===== config.mk =====
export PLATFORM = sky130hd
export DESIGN_NAME = bp_train_detect
export DESIGN_NICKNAME = d
export VERILOG_FILES = /design/src/rtl/bp_train_pkg.sv /design/src/rtl/bp_rst_sync.sv /design/src/rtl/bp_level_sync.sv /design/src/rtl/bp_run_detect.sv /design/src/rtl/bp_sticky_flag.sv /design/src/rtl/bp_train_detect.sv
export SDC_FILE = /design/constraint.sdc
export NUM_CORES = 1
export LEC_CHECK = 0
export ABC_CLOCK_PERIOD_IN_PS = 800
export CAP_MARGIN = 20
export CELL_PAD_IN_SITES_DETAIL_PLACEMENT = 1
export CELL_PAD_IN_SITES_GLOBAL_PLACEMENT = 2
export CORE_ASPECT_RATIO = 1.25
export CORE_MARGIN = 1
export CORE_UTILIZATION = 29
export CTS_CLUSTER_DIAMETER = 150
export DETAILED_ROUTE_END_ITERATION = 10
export PLACE_DENSITY = 0.73
export SYNTH_ARGS = -nofsm -noshare
export SYNTH_HDL_FRONTEND = slang
export SYNTH_HIERARCHICAL = 1
export SYNTH_SLANG_ARGS = --single-unit

===== constraint.sdc =====
create_clock -name clk -period 0.8 [get_ports clk]
set_input_delay 0.08 -clock clk [delete_from_list [all_inputs] [get_ports clk]]
set_output_delay 0.08 -clock clk [all_outputs]
set_load 0.03 [all_outputs]

===== src/rtl/bp_train_pkg.sv =====
package bp_train_pkg;

  // Counter width able to hold the values 0..limit inclusive.
  function automatic int unsigned run_cnt_width(input int unsigned limit);
    return (limit < 1) ? 1 : $clog2(limit + 1);
  endfunction

endpackage


===== src/rtl/bp_rst_sync.sv =====
module bp_rst_sync #(
  parameter int unsigned STAGES = 2
) (
  input  logic clk,
  input  logic rst_n,
  output logic rst_sn
);
  logic [STAGES-1:0] chain_q;
  logic [STAGES-1:0] chain_d;

  always_comb begin
    chain_d = {chain_q[STAGES-2:0], 1'b1};
  end

  always_ff @(posedge clk or negedge rst_n) begin
    if (!rst_n) chain_q <= '0;
    else        chain_q <= chain_d;
  end

  assign rst_sn = chain_q[STAGES-1];
endmodule


===== src/rtl/bp_level_sync.sv =====
module bp_level_sync #(
  parameter int unsigned STAGES = 2
) (
  input  logic clk,
  input  logic rst_sn,
  input  logic async_i,
  output logic level_o
);
  logic [STAGES-1:0] stage_q;
  logic [STAGES-1:0] stage_d;

  generate
    genvar gi;
    for (gi = 0; gi < STAGES; gi++) begin : g_stage
      if (gi == 0) begin : g_first
        always_comb stage_d[gi] = async_i;
      end else begin : g_next
        always_comb stage_d[gi] = stage_q[gi-1];
      end
    end
  endgenerate

  always_ff @(posedge clk or negedge rst_sn) begin
    if (!rst_sn) stage_q <= '0;
    else         stage_q <= stage_d;
  end

  assign level_o = stage_q[STAGES-1];
endmodule


===== src/rtl/bp_run_detect.sv =====
module bp_run_detect
  import bp_train_pkg::*;
#(
  parameter int unsigned RUN_LEN = 32
) (
  input  logic clk,
  input  logic rst_sn,
  input  logic level_i,
  input  logic en_i,
  output logic fire_o,
  output logic req_o
);
  localparam int unsigned CW = run_cnt_width(RUN_LEN);
  localparam logic [CW-1:0] CNT_TOP = CW'(RUN_LEN);
  localparam logic [CW-1:0] CNT_HIT = CW'(RUN_LEN - 1);

  logic [CW-1:0] cnt_q, cnt_d;
  logic          cnt_ce;
  logic          hit;
  logic          req_q, req_d;

  // Next-state logic: clear on any low sample, saturate at the top.
  always_comb begin
    hit    = level_i && (cnt_q == CNT_HIT);
    cnt_ce = !level_i || (cnt_q != CNT_TOP);
    cnt_d  = level_i ? cnt_q + 1'b1 : '0;
    req_d  = hit && en_i;
  end

  always_ff @(posedge clk or negedge rst_sn) begin
    if (!rst_sn) begin
      cnt_q <= '0;
      req_q <= 1'b0;
    end else begin
      if (cnt_ce) cnt_q <= cnt_d;
      req_q <= req_d;
    end
  end

  assign fire_o = req_d;
  assign req_o  = req_q;

  assert_cnt_bound_R5: assert property (@(posedge clk) disable iff (!rst_sn)
    cnt_q <= CNT_TOP);
  assert_req_single_R5: assert property (@(posedge clk) disable iff (!rst_sn)
    req_q |=> !req_q);
  assert_req_at_top_R4: assert property (@(posedge clk) disable iff (!rst_sn)
    req_q |-> (cnt_q == CNT_TOP));
  assert_req_needs_en_R7: assert property (@(posedge clk) disable iff (!rst_sn)
    req_q |-> $past(en_i));
  assert_low_restarts_R6: assert property (@(posedge clk) disable iff (!rst_sn)
    !level_i |=> (cnt_q == '0));
endmodule


===== src/rtl/bp_sticky_flag.sv =====
module bp_sticky_flag (
  input  logic clk,
  input  logic rst_sn,
  input  logic set_i,
  input  logic clr_i,
  output logic flag_o
);
  logic flag_q, flag_d, flag_ce;

  always_comb begin
    flag_ce = set_i || clr_i;
    flag_d  = set_i;
  end

  always_ff @(posedge clk or negedge rst_sn) begin
    if (!rst_sn)      flag_q <= 1'b0;
    else if (flag_ce) flag_q <= flag_d;
  end

  assign flag_o = flag_q;

  assert_flag_set_R8: assert property (@(posedge clk) disable iff (!rst_sn)
    set_i |=> flag_q);
  assert_flag_clear_cause_R8: assert property (@(posedge clk) disable iff (!rst_sn)
    $fell(flag_q) |-> $past(clr_i));
endmodule


===== src/rtl/bp_train_detect.sv =====
module bp_train_detect #(
  parameter int unsigned RUN_LEN     = 32,
  parameter int unsigned SYNC_STAGES = 2
) (
  input  logic clk,
  input  logic rst_n,
  input  logic bp_async_i,
  input  logic train_en_i,
  input  logic seen_clr_i,
  output logic pause_o,
  output logic train_req_o,
  output logic train_seen_o
);
  logic rst_sn;
  logic level;
  logic fire;

  bp_rst_sync #(.STAGES(2)) u_rst (
    .clk    (clk),
    .rst_n  (rst_n),
    .rst_sn (rst_sn)
  );

  bp_level_sync #(.STAGES(SYNC_STAGES)) u_sync (
    .clk     (clk),
    .rst_sn  (rst_sn),
    .async_i (bp_async_i),
    .level_o (level)
  );

  bp_run_detect #(.RUN_LEN(RUN_LEN)) u_run (
    .clk     (clk),
    .rst_sn  (rst_sn),
    .level_i (level),
    .en_i    (train_en_i),
    .fire_o  (fire),
    .req_o   (train_req_o)
  );

  bp_sticky_flag u_seen (
    .clk    (clk),
    .rst_sn (rst_sn),
    .set_i  (fire),
    .clr_i  (seen_clr_i),
    .flag_o (train_seen_o)
  );

  assign pause_o = level;

  assert_req_with_flag_R8: assert property (@(posedge clk) disable iff (!rst_sn)
    train_req_o |-> train_seen_o);
endmodule


# Word level (Yosys, flattened, before mapping)
# Cells that the tools add are included.
[op_classes] add_sub_neg=1 n_eq_ne=2 n_mux=1 reduce_logical=5
[ops] cell="$add 6x1->6 const B" n=1
[ops] cell="$eq 6x5->1 const B" n=1
[ops] cell="$mux 6" n=1
[ops] cell="$ne 6x6->1 const B" n=1
[ops] cell="$logic_and 1x1->1" n=2
[ops] cell="$logic_or 1x1->1" n=2
[ops] cell="$logic_not 1->1" n=1
[totals] ff_bits=12 in_bits=5 out_inout_bits=3 word_cells=14

# Longest topological paths before layout
# Gate-level depths: netlist of run 1.
[depth] word_depth=4 mapped_depth=5 mapped_depth_nobuf=5

# Modules after synthesis
# Netlist of run 1, hierarchy kept.
[modules_own_cells] mod="bp_run_detect" n_inst=1 cells_per_inst=36 area_each_um2=372.9 seq_area_each_um2=175.2
[modules_own_cells] mod="bp_rst_sync" n_inst=1 cells_per_inst=3 area_each_um2=53.8 seq_area_each_um2=50.0
[modules_own_cells] mod="bp_level_sync" n_inst=1 cells_per_inst=2 area_each_um2=50.0 seq_area_each_um2=50.0
[modules_own_cells] mod="bp_sticky_flag" n_inst=1 cells_per_inst=3 area_each_um2=36.3 seq_area_each_um2=25.0

# Worst setup path after synthesis of run 1
# No wires, ideal clock.
[synth_timing] path_type="reg2reg" start="register u_run.cnt_q[0]" end="register u_run.cnt_q[0]" setup_time_ns=0.079 t_arrival_ns=1.064 required_time_ns=0.721 slack_ns=-0.344 path_stages_with_launch=6 path_buffers=0 period_less_slack_ns=1.144 cell_sequence="dfrtp_1 -> inv_1 -> ha_1 -> nand2_1 -> nor4_4 -> mux2i_1"
[synth_between] elab_chain_len=2 word_cells_on_any_way=4 cone_classes="add/sub (1); eq/ne (1); mux (1); reduce/logical (1)"
[synth_lines] element="from (decl)" line_no="bp_run_detect.sv:17" rtl="logic [CW-1:0] cnt_q, cnt_d;"
[synth_lines] element="from (signal assigned)" line_no="bp_run_detect.sv:35" rtl="if (cnt_ce) cnt_q <= cnt_d;"
[synth_lines] element="$add 6x1->6 / $ne 6x6->1 (equally long branches)" line_no="bp_run_detect.sv:26, bp_run_detect.sv:25"
[synth_lines] element="$mux 6 / $logic_or 1x1->1 (equally long branches)" line_no="bp_run_detect.sv:26, bp_run_detect.sv:25"
# Several ways; a longest one is shown, not always the timed one.
# A chain may end at the register's enable or synchronous reset.

# Final worst setup path of run 1
[layout_timing] start="register u_run.cnt_q[1]" end="register u_run.cnt_q[5]"
# Same word-level chain as after synthesis.

==> reports/metrics.cfg, run 1 <==
[final_layout]
drive_above_1_share_pct=43.28
utilization_pct=49.69
final_common_cell=buf_4
diodes=0
most-common-layout-cells=buf_4, dfrtp_1, nand2_1, clkdlybuf4s50_1
area_delta_synth_final_pct=55.12
nNetsFinal=75

[detailed_routing]
drtPass1Iterations=2
drc=0
finalWirelength_mm=1.086
antenna_left=0
wire_per_inst_um=12.78
viasPerCell=4.588
vias=390
drt_iter0_markers=3

[power_and_ir_drop]
power_density_mw_per_mm2=1646
p_leak_uw=0.0003825
p_sw_uw=305.9
power_frac_comb_pct=13.5
ir_drop_mv=1.075
p_int_uw=1004
seq_power_share_pct=49.3
p_clk_share_pct=37.1
netSwitchingFraction_pct=23.36
p_total_uw=1310

[floorplan]
ios=8
start_util_pct=32.03
fp.dieW_um=39.62
die_h_um=49.03
coreArea_mm2=0.001602
rows=16
dieArea_mm2=0.001942

[worst_setup_path]
critical_path_class=reg2reg
critPathSlowestCell=dfrtp_1
cp_cell_sequence=buf_4 > buf_4 > and3_1 > nand3_2 > mux2i_1
cp.required_ns=1.00
reg2reg_slack_ns=-0.41
path_buf_inv=2
critPathTopFamily=flip-flops
cp.arrival_ns=1.41
path_max_fanout=3
slowest_delay_ns=0.40
worstSetupStartpointType=flop
cp-end-kind=flop
cp_common_cell=buf_4

[cts]
cts_tree=done
h-tree-depth=1
ctsRootBufferMaster=clkbuf_4
clock_latency_ns=0.27
cts.clk_slew.worst_paths_ns=0.08
numCtsBuffers=3
cts.sinks=12
clockBufferDepth=2

[place]
post-dp-hpwl_um=779.3
portBuffers=7
place_congestion=0.6868

[global_route]
grt_max_degree=11
grt_first_pass_wirelength_mm=1.938
antenna_found_initial=0
grt_overflow=0
grt_usage_pct=15.05
grt_pass1_vias=473

[timing]
slew_violations=0
clock_skew_ns=0.003931
rsz0062_at_grt=yes
hold_viol=0
fin_ws_ns=-0.4053
fmax_mhz=829.7
layout_min_cycle_time_ns=1.205
finalSetupViolCount=11
min_period_over_period_pct=150.7
timing.setup.tns_ns=-2.857

[min_path]
hp-class=reg2async

[yosys]
synth_top_flop_cell=dfrtp_1
synthArstFlopShare_pct=100.0
avgSynthCellArea_um2=11.66
synth_edf_count=0
synth_top_cell_area_share_pct=58.54
synth_area_leaders=dfrtp_1, mux2i_1, nand2_1
synth_nets=51
netlist_instances=44
syn-cell-area_um2=513.0
synth_area_leader_cell=dfrtp_1
ys_types=17
synth_warnings=6
synth_seq_cells=12
yosysSeqAreaShare_pct=58.54

[run]
cap_violations=0

[run_status]
violations=setup timing
outcome=finished with violations

## cells by family (layout without fill, tap and decap cells)
group                    after synthesis  count (layout)  synth area share, %
AND/OR/NAND/NOR                       18              18                20.97
flip-flops                            12              12                58.54
adder cells (fa/ha/maj)                2               2                4.877
AO/OA/AOI/OAI                          2               2                2.439
buffers and inverters                  4              27                3.170
multiplexers                           3               3                5.854
other                                  1               1               0.7310
XOR/XNOR                               2               2                3.415
## Yosys cell counts (2+ instances only)
library cell / n
and2_1: 2
dfrtp_1: 12
ha_1: 2
inv_1: 3
mux2i_1: 3
nand2_1: 7
nand3_1: 3
nand3b_1: 2
xnor2_1: 2
## cell type report
class / instances / area [µm²]
clock buffer: 4 / 36.28
fill: 188 / 805.8
inverter: 3 / 11.26
multi-input combinational: 28 / 250.2
sequential: 12 / 301.5
tap: 18 / 22.52
timing repair buffer: 20 / 173.9
## power by group through the flow
stage / Sequential (µW) / Clock, µW / Combinational [µW]
after global placement: 661 / 0 / 121
after CTS: 647 / 493 / 173
after floorplan: 670 / 0 / 42.8
final: 646 / 486 / 177
after global routing: 649 / 520 / 195
after detailed placement: 663 / 0 / 122
## per-stage QoR
step                instance area (µm²)  worst slack (ns)  hold slack [ns]  std cells
CTS                               784.5           -0.4588           0.1729         85
global route                      795.8           -0.4449           0.2028         85
floorplan                         528.0           -0.3424          -0.2156         44
detailed placement                661.9           -0.4343           0.1659         76
global placement                  661.9           -0.3868           0.1531         76
finish                            795.8           -0.4053           0.1641         85
## final timing paths
check                                    end  cells after the start             start
max                           u_run/cnt_q[5]                      5    u_run/cnt_q[1]
max in group asynchronous   u_rst/chain_q[1]                      2             rst_n
min                        u_sync/stage_q[0]                      1  u_rst/chain_q[1]
min in group clk           u_sync/stage_q[0]                      1        bp_async_i
max reg2reg                   u_run/cnt_q[5]                      5    u_run/cnt_q[1]
min reg2reg                u_sync/stage_q[0]                      1  u_rst/chain_q[1]
## sequential cells by signal, summed over array words and instances, names as in the netlist
register        flops
u_run/cnt_q         6
u_run/req_o         1
u_sync/stage_q      2
u_rst/chain_q       2
u_seen/flag_o       1
## layer usage
layer / part of all wire (%) / track usage, % / wire [µm]
met2: 55 / 24.86 / 593
met1: 40 / 16.07 / 439
met3: 2.2 / 1.370 / 24
met4: 2.7 / 12.07 / 29
met5: 0 / 0 / 0
## repair_timing
action                     CTS  global route
buffers inserted             4             0
pin swaps                    3             2
hold endpoints to repair     2             0
setup endpoints to repair   11            11
hold buffers                 1             0
resized for setup           11             2
Note: power is estimated with default switching activity, not from simulation.
==> run 2, diff against run 1 <==
Settings changed: CTS_CLUSTER_DIAMETER 150 to 60, HOLD_SLACK_MARGIN set to 0.15, SETUP_SLACK_MARGIN set to 0.1.
==> results of run 2 <==
Same layout as run 1: the final DEF is identical, and so are final timing and power.
==> run 3, diff against run 2 <==
Settings changed: PLACE_DENSITY 0.73 to unset, PLACE_DENSITY_LB_ADDON set to 0.25.
==> reports/metrics.cfg, run 3 (synthesis gave the netlist of run 1 again) <==
[run_status]
outcome=finished with violations
violations=setup timing

[power_and_ir_drop]
ir_drop_mv=0.8907  ; -17%
p_leak_uw=0.0003665  ; -4.2%
p_total_uw=1290  ; -1.5%
power_density_mw_per_mm2=1639  ; -0.41%

[global_route]
antenna_found_initial=0  ; unchanged
grt_max_degree=11  ; unchanged
grt_pass1_vias=454  ; -4.0%
grt_overflow=0  ; unchanged
grt_first_pass_wirelength_mm=2.028  ; +4.6%
grt_usage_pct=15.13  ; +0.081 points

[detailed_routing]
drc=0  ; unchanged
drtPass1Iterations=3  ; +1
antenna_left=0  ; unchanged
wire_per_inst_um=13.19  ; +3.3%
vias=378  ; -3.1%
viasPerCell=4.554  ; -0.74%
finalWirelength_mm=1.095  ; +0.83%
drt_iter0_markers=5  ; +2

[final_layout]
largest-register=u_run/cnt_q
fill_cells=182  ; -3.2%
multiInputGateArea_um2=249.0  ; -0.50%
nNetsFinal=73  ; -2.7%
most-common-layout-cells=dfrtp_1, buf_4, nand2_1, buf_6, clkdlybuf4s50_1
fin_area_um2=787.0  ; -1.1%
ff_latch_area_um2=301.5  ; unchanged
diodes=0  ; unchanged
top_regs=u_run/cnt_q: 6 flops, u_rst/chain_q: 2 flops, u_sync/stage_q: 2 flops
area_delta_synth_final_pct=53.41
final_common_cell=dfrtp_1
largest_reg_flops=6  ; unchanged
drive_above_1_share_pct=43.08  ; -0.21 points
utilization_pct=49.14  ; -0.55 points

[cts]
cts.sinks=12  ; unchanged
h-tree-depth=1  ; unchanged
cts_tree=done
clock_latency_ns=0.26  ; about the same
cts.clk_slew.worst_paths_ns=0.07  ; about the same
ctsRootBufferMaster=clkbuf_4
clockBufferDepth=2  ; unchanged
numCtsBuffers=3  ; unchanged

[floorplan]
dieArea_mm2=0.001942  ; unchanged
rows=16  ; unchanged
ios=8  ; unchanged
start_util_pct=32.03  ; unchanged
fp.dieW_um=39.62  ; unchanged
die_h_um=49.03  ; unchanged
coreArea_mm2=0.001602  ; unchanged

[worst_setup_path]
cp.required_ns=0.98  ; -0.02 ns
worstSetupStartpointType=flop
cp.arrival_ns=1.37  ; -0.04 ns
cp-end-kind=flop
path_max_fanout=3  ; unchanged
critical_path_class=reg2reg

[timing]
rsz0062_at_grt=yes
fmax_mhz=839.9  ; +1.2%
finalSetupViolCount=11  ; unchanged
slew_violations=0  ; unchanged
hold_viol=0  ; unchanged
min_period_over_period_pct=148.8  ; -1.8 points
clock_skew_ns=0.001355  ; -0.002576 ns
timing.setup.tns_ns=-2.945  ; -0.08778 ns
layout_min_cycle_time_ns=1.191  ; -0.01456 ns
fin_ws_ns=-0.3907  ; +0.01456 ns

[place]
portBuffers=7  ; unchanged
dpl-instance-area_um2=646.9  ; -2.3%
post-dp-hpwl_um=848.8  ; +8.9%
place_congestion=0.7618  ; +11%

[min_path]
hp-class=reg2async

[run]
cap_violations=0  ; unchanged

==> run 3: cell types whose count changed in the layout (fill, tap and decap cells not counted), sizes merged <==
cell  delta
buf      -2
==> run 3: timing repair <==
| action | CTS | global route |
|---|---|---|
| pin swaps | 4 | 3 |
| hold buffers | 1 | 0 |
| buffers inserted | 3 | 1 |
| hold endpoints to repair | 2 | 0 |
| setup endpoints to repair | 11 | 11 |
| resized for setup | 12 | 3 |
==> run 3: layout make-up <==
class / instances / share of cell area (%)
clock buffer: 4 / 4.610
inverter: 3 / 1.431
multi-input combinational: 28 / 31.64
sequential: 12 / 38.31
tap: 18 / 2.862
timing repair buffer: 18 / 21.14
==> run 3: where the power goes <==
part | switching, µW | internal (µW) | leakage (µW)
combinational | 66.6 | 96.7 | 0.000191
clock | 192 | 276 | 0.0000210
sequential | 30.2 | 629 | 0.000155
total | 289 | 1000 | 0.000366
==> run 3: path summary, 6_finish.rpt <==
path / from / endpoint / slack (ns) / cells past startpoint
max reg2reg: u_run/cnt_q[1] / u_run/cnt_q[1] / -0.39 / 5
min: u_rst/chain_q[1] / u_run/cnt_q[2] / 0.17 / 0
max: u_run/cnt_q[1] / u_run/cnt_q[1] / -0.39 / 5
max in group asynchronous: rst_n / u_rst/chain_q[1] / 0.15 / 2
min in group clk: bp_async_i / u_sync/stage_q[0] / 0.27 / 1
min reg2reg: u_rst/chain_q[1] / u_run/cnt_q[2] / 0.17 / 0
==> run 3: metal layers <==
layer | wire (µm) | vias to the layer above | GRT usage (%) | share of wire, %
met2 | 664 | 4 | 25.96 | 61
met5 | 0 | - | 0 | 0
li1 | - | 183 | - | -
met3 | 24 | 0 | 1.370 | 2.2
met4 | 0 | 0 | 6.897 | 0
met1 | 406 | 191 | 17.88 | 37
==> run 3: critical path, stage by stage (launching register included) <==
cell     delay (ns)
dfrtp_1        0.41
inv_2          0.08
ha_4           0.13
nand2_4        0.04
nor4_4         0.22
mux2i_1        0.23
==> run 3: through the flow <==
step	hold slack, ns	std cells	setup slack [ns]
2_1_floorplan	-0.2156	44	-0.3424
5_1_grt	0.2061	83	-0.4765
3_3_place_gp	0.1680	74	-0.3901
6_report	0.1661	83	-0.3907
4_1_cts	0.1826	82	-0.4758
3_5_place_dp	0.1734	74	-0.4583
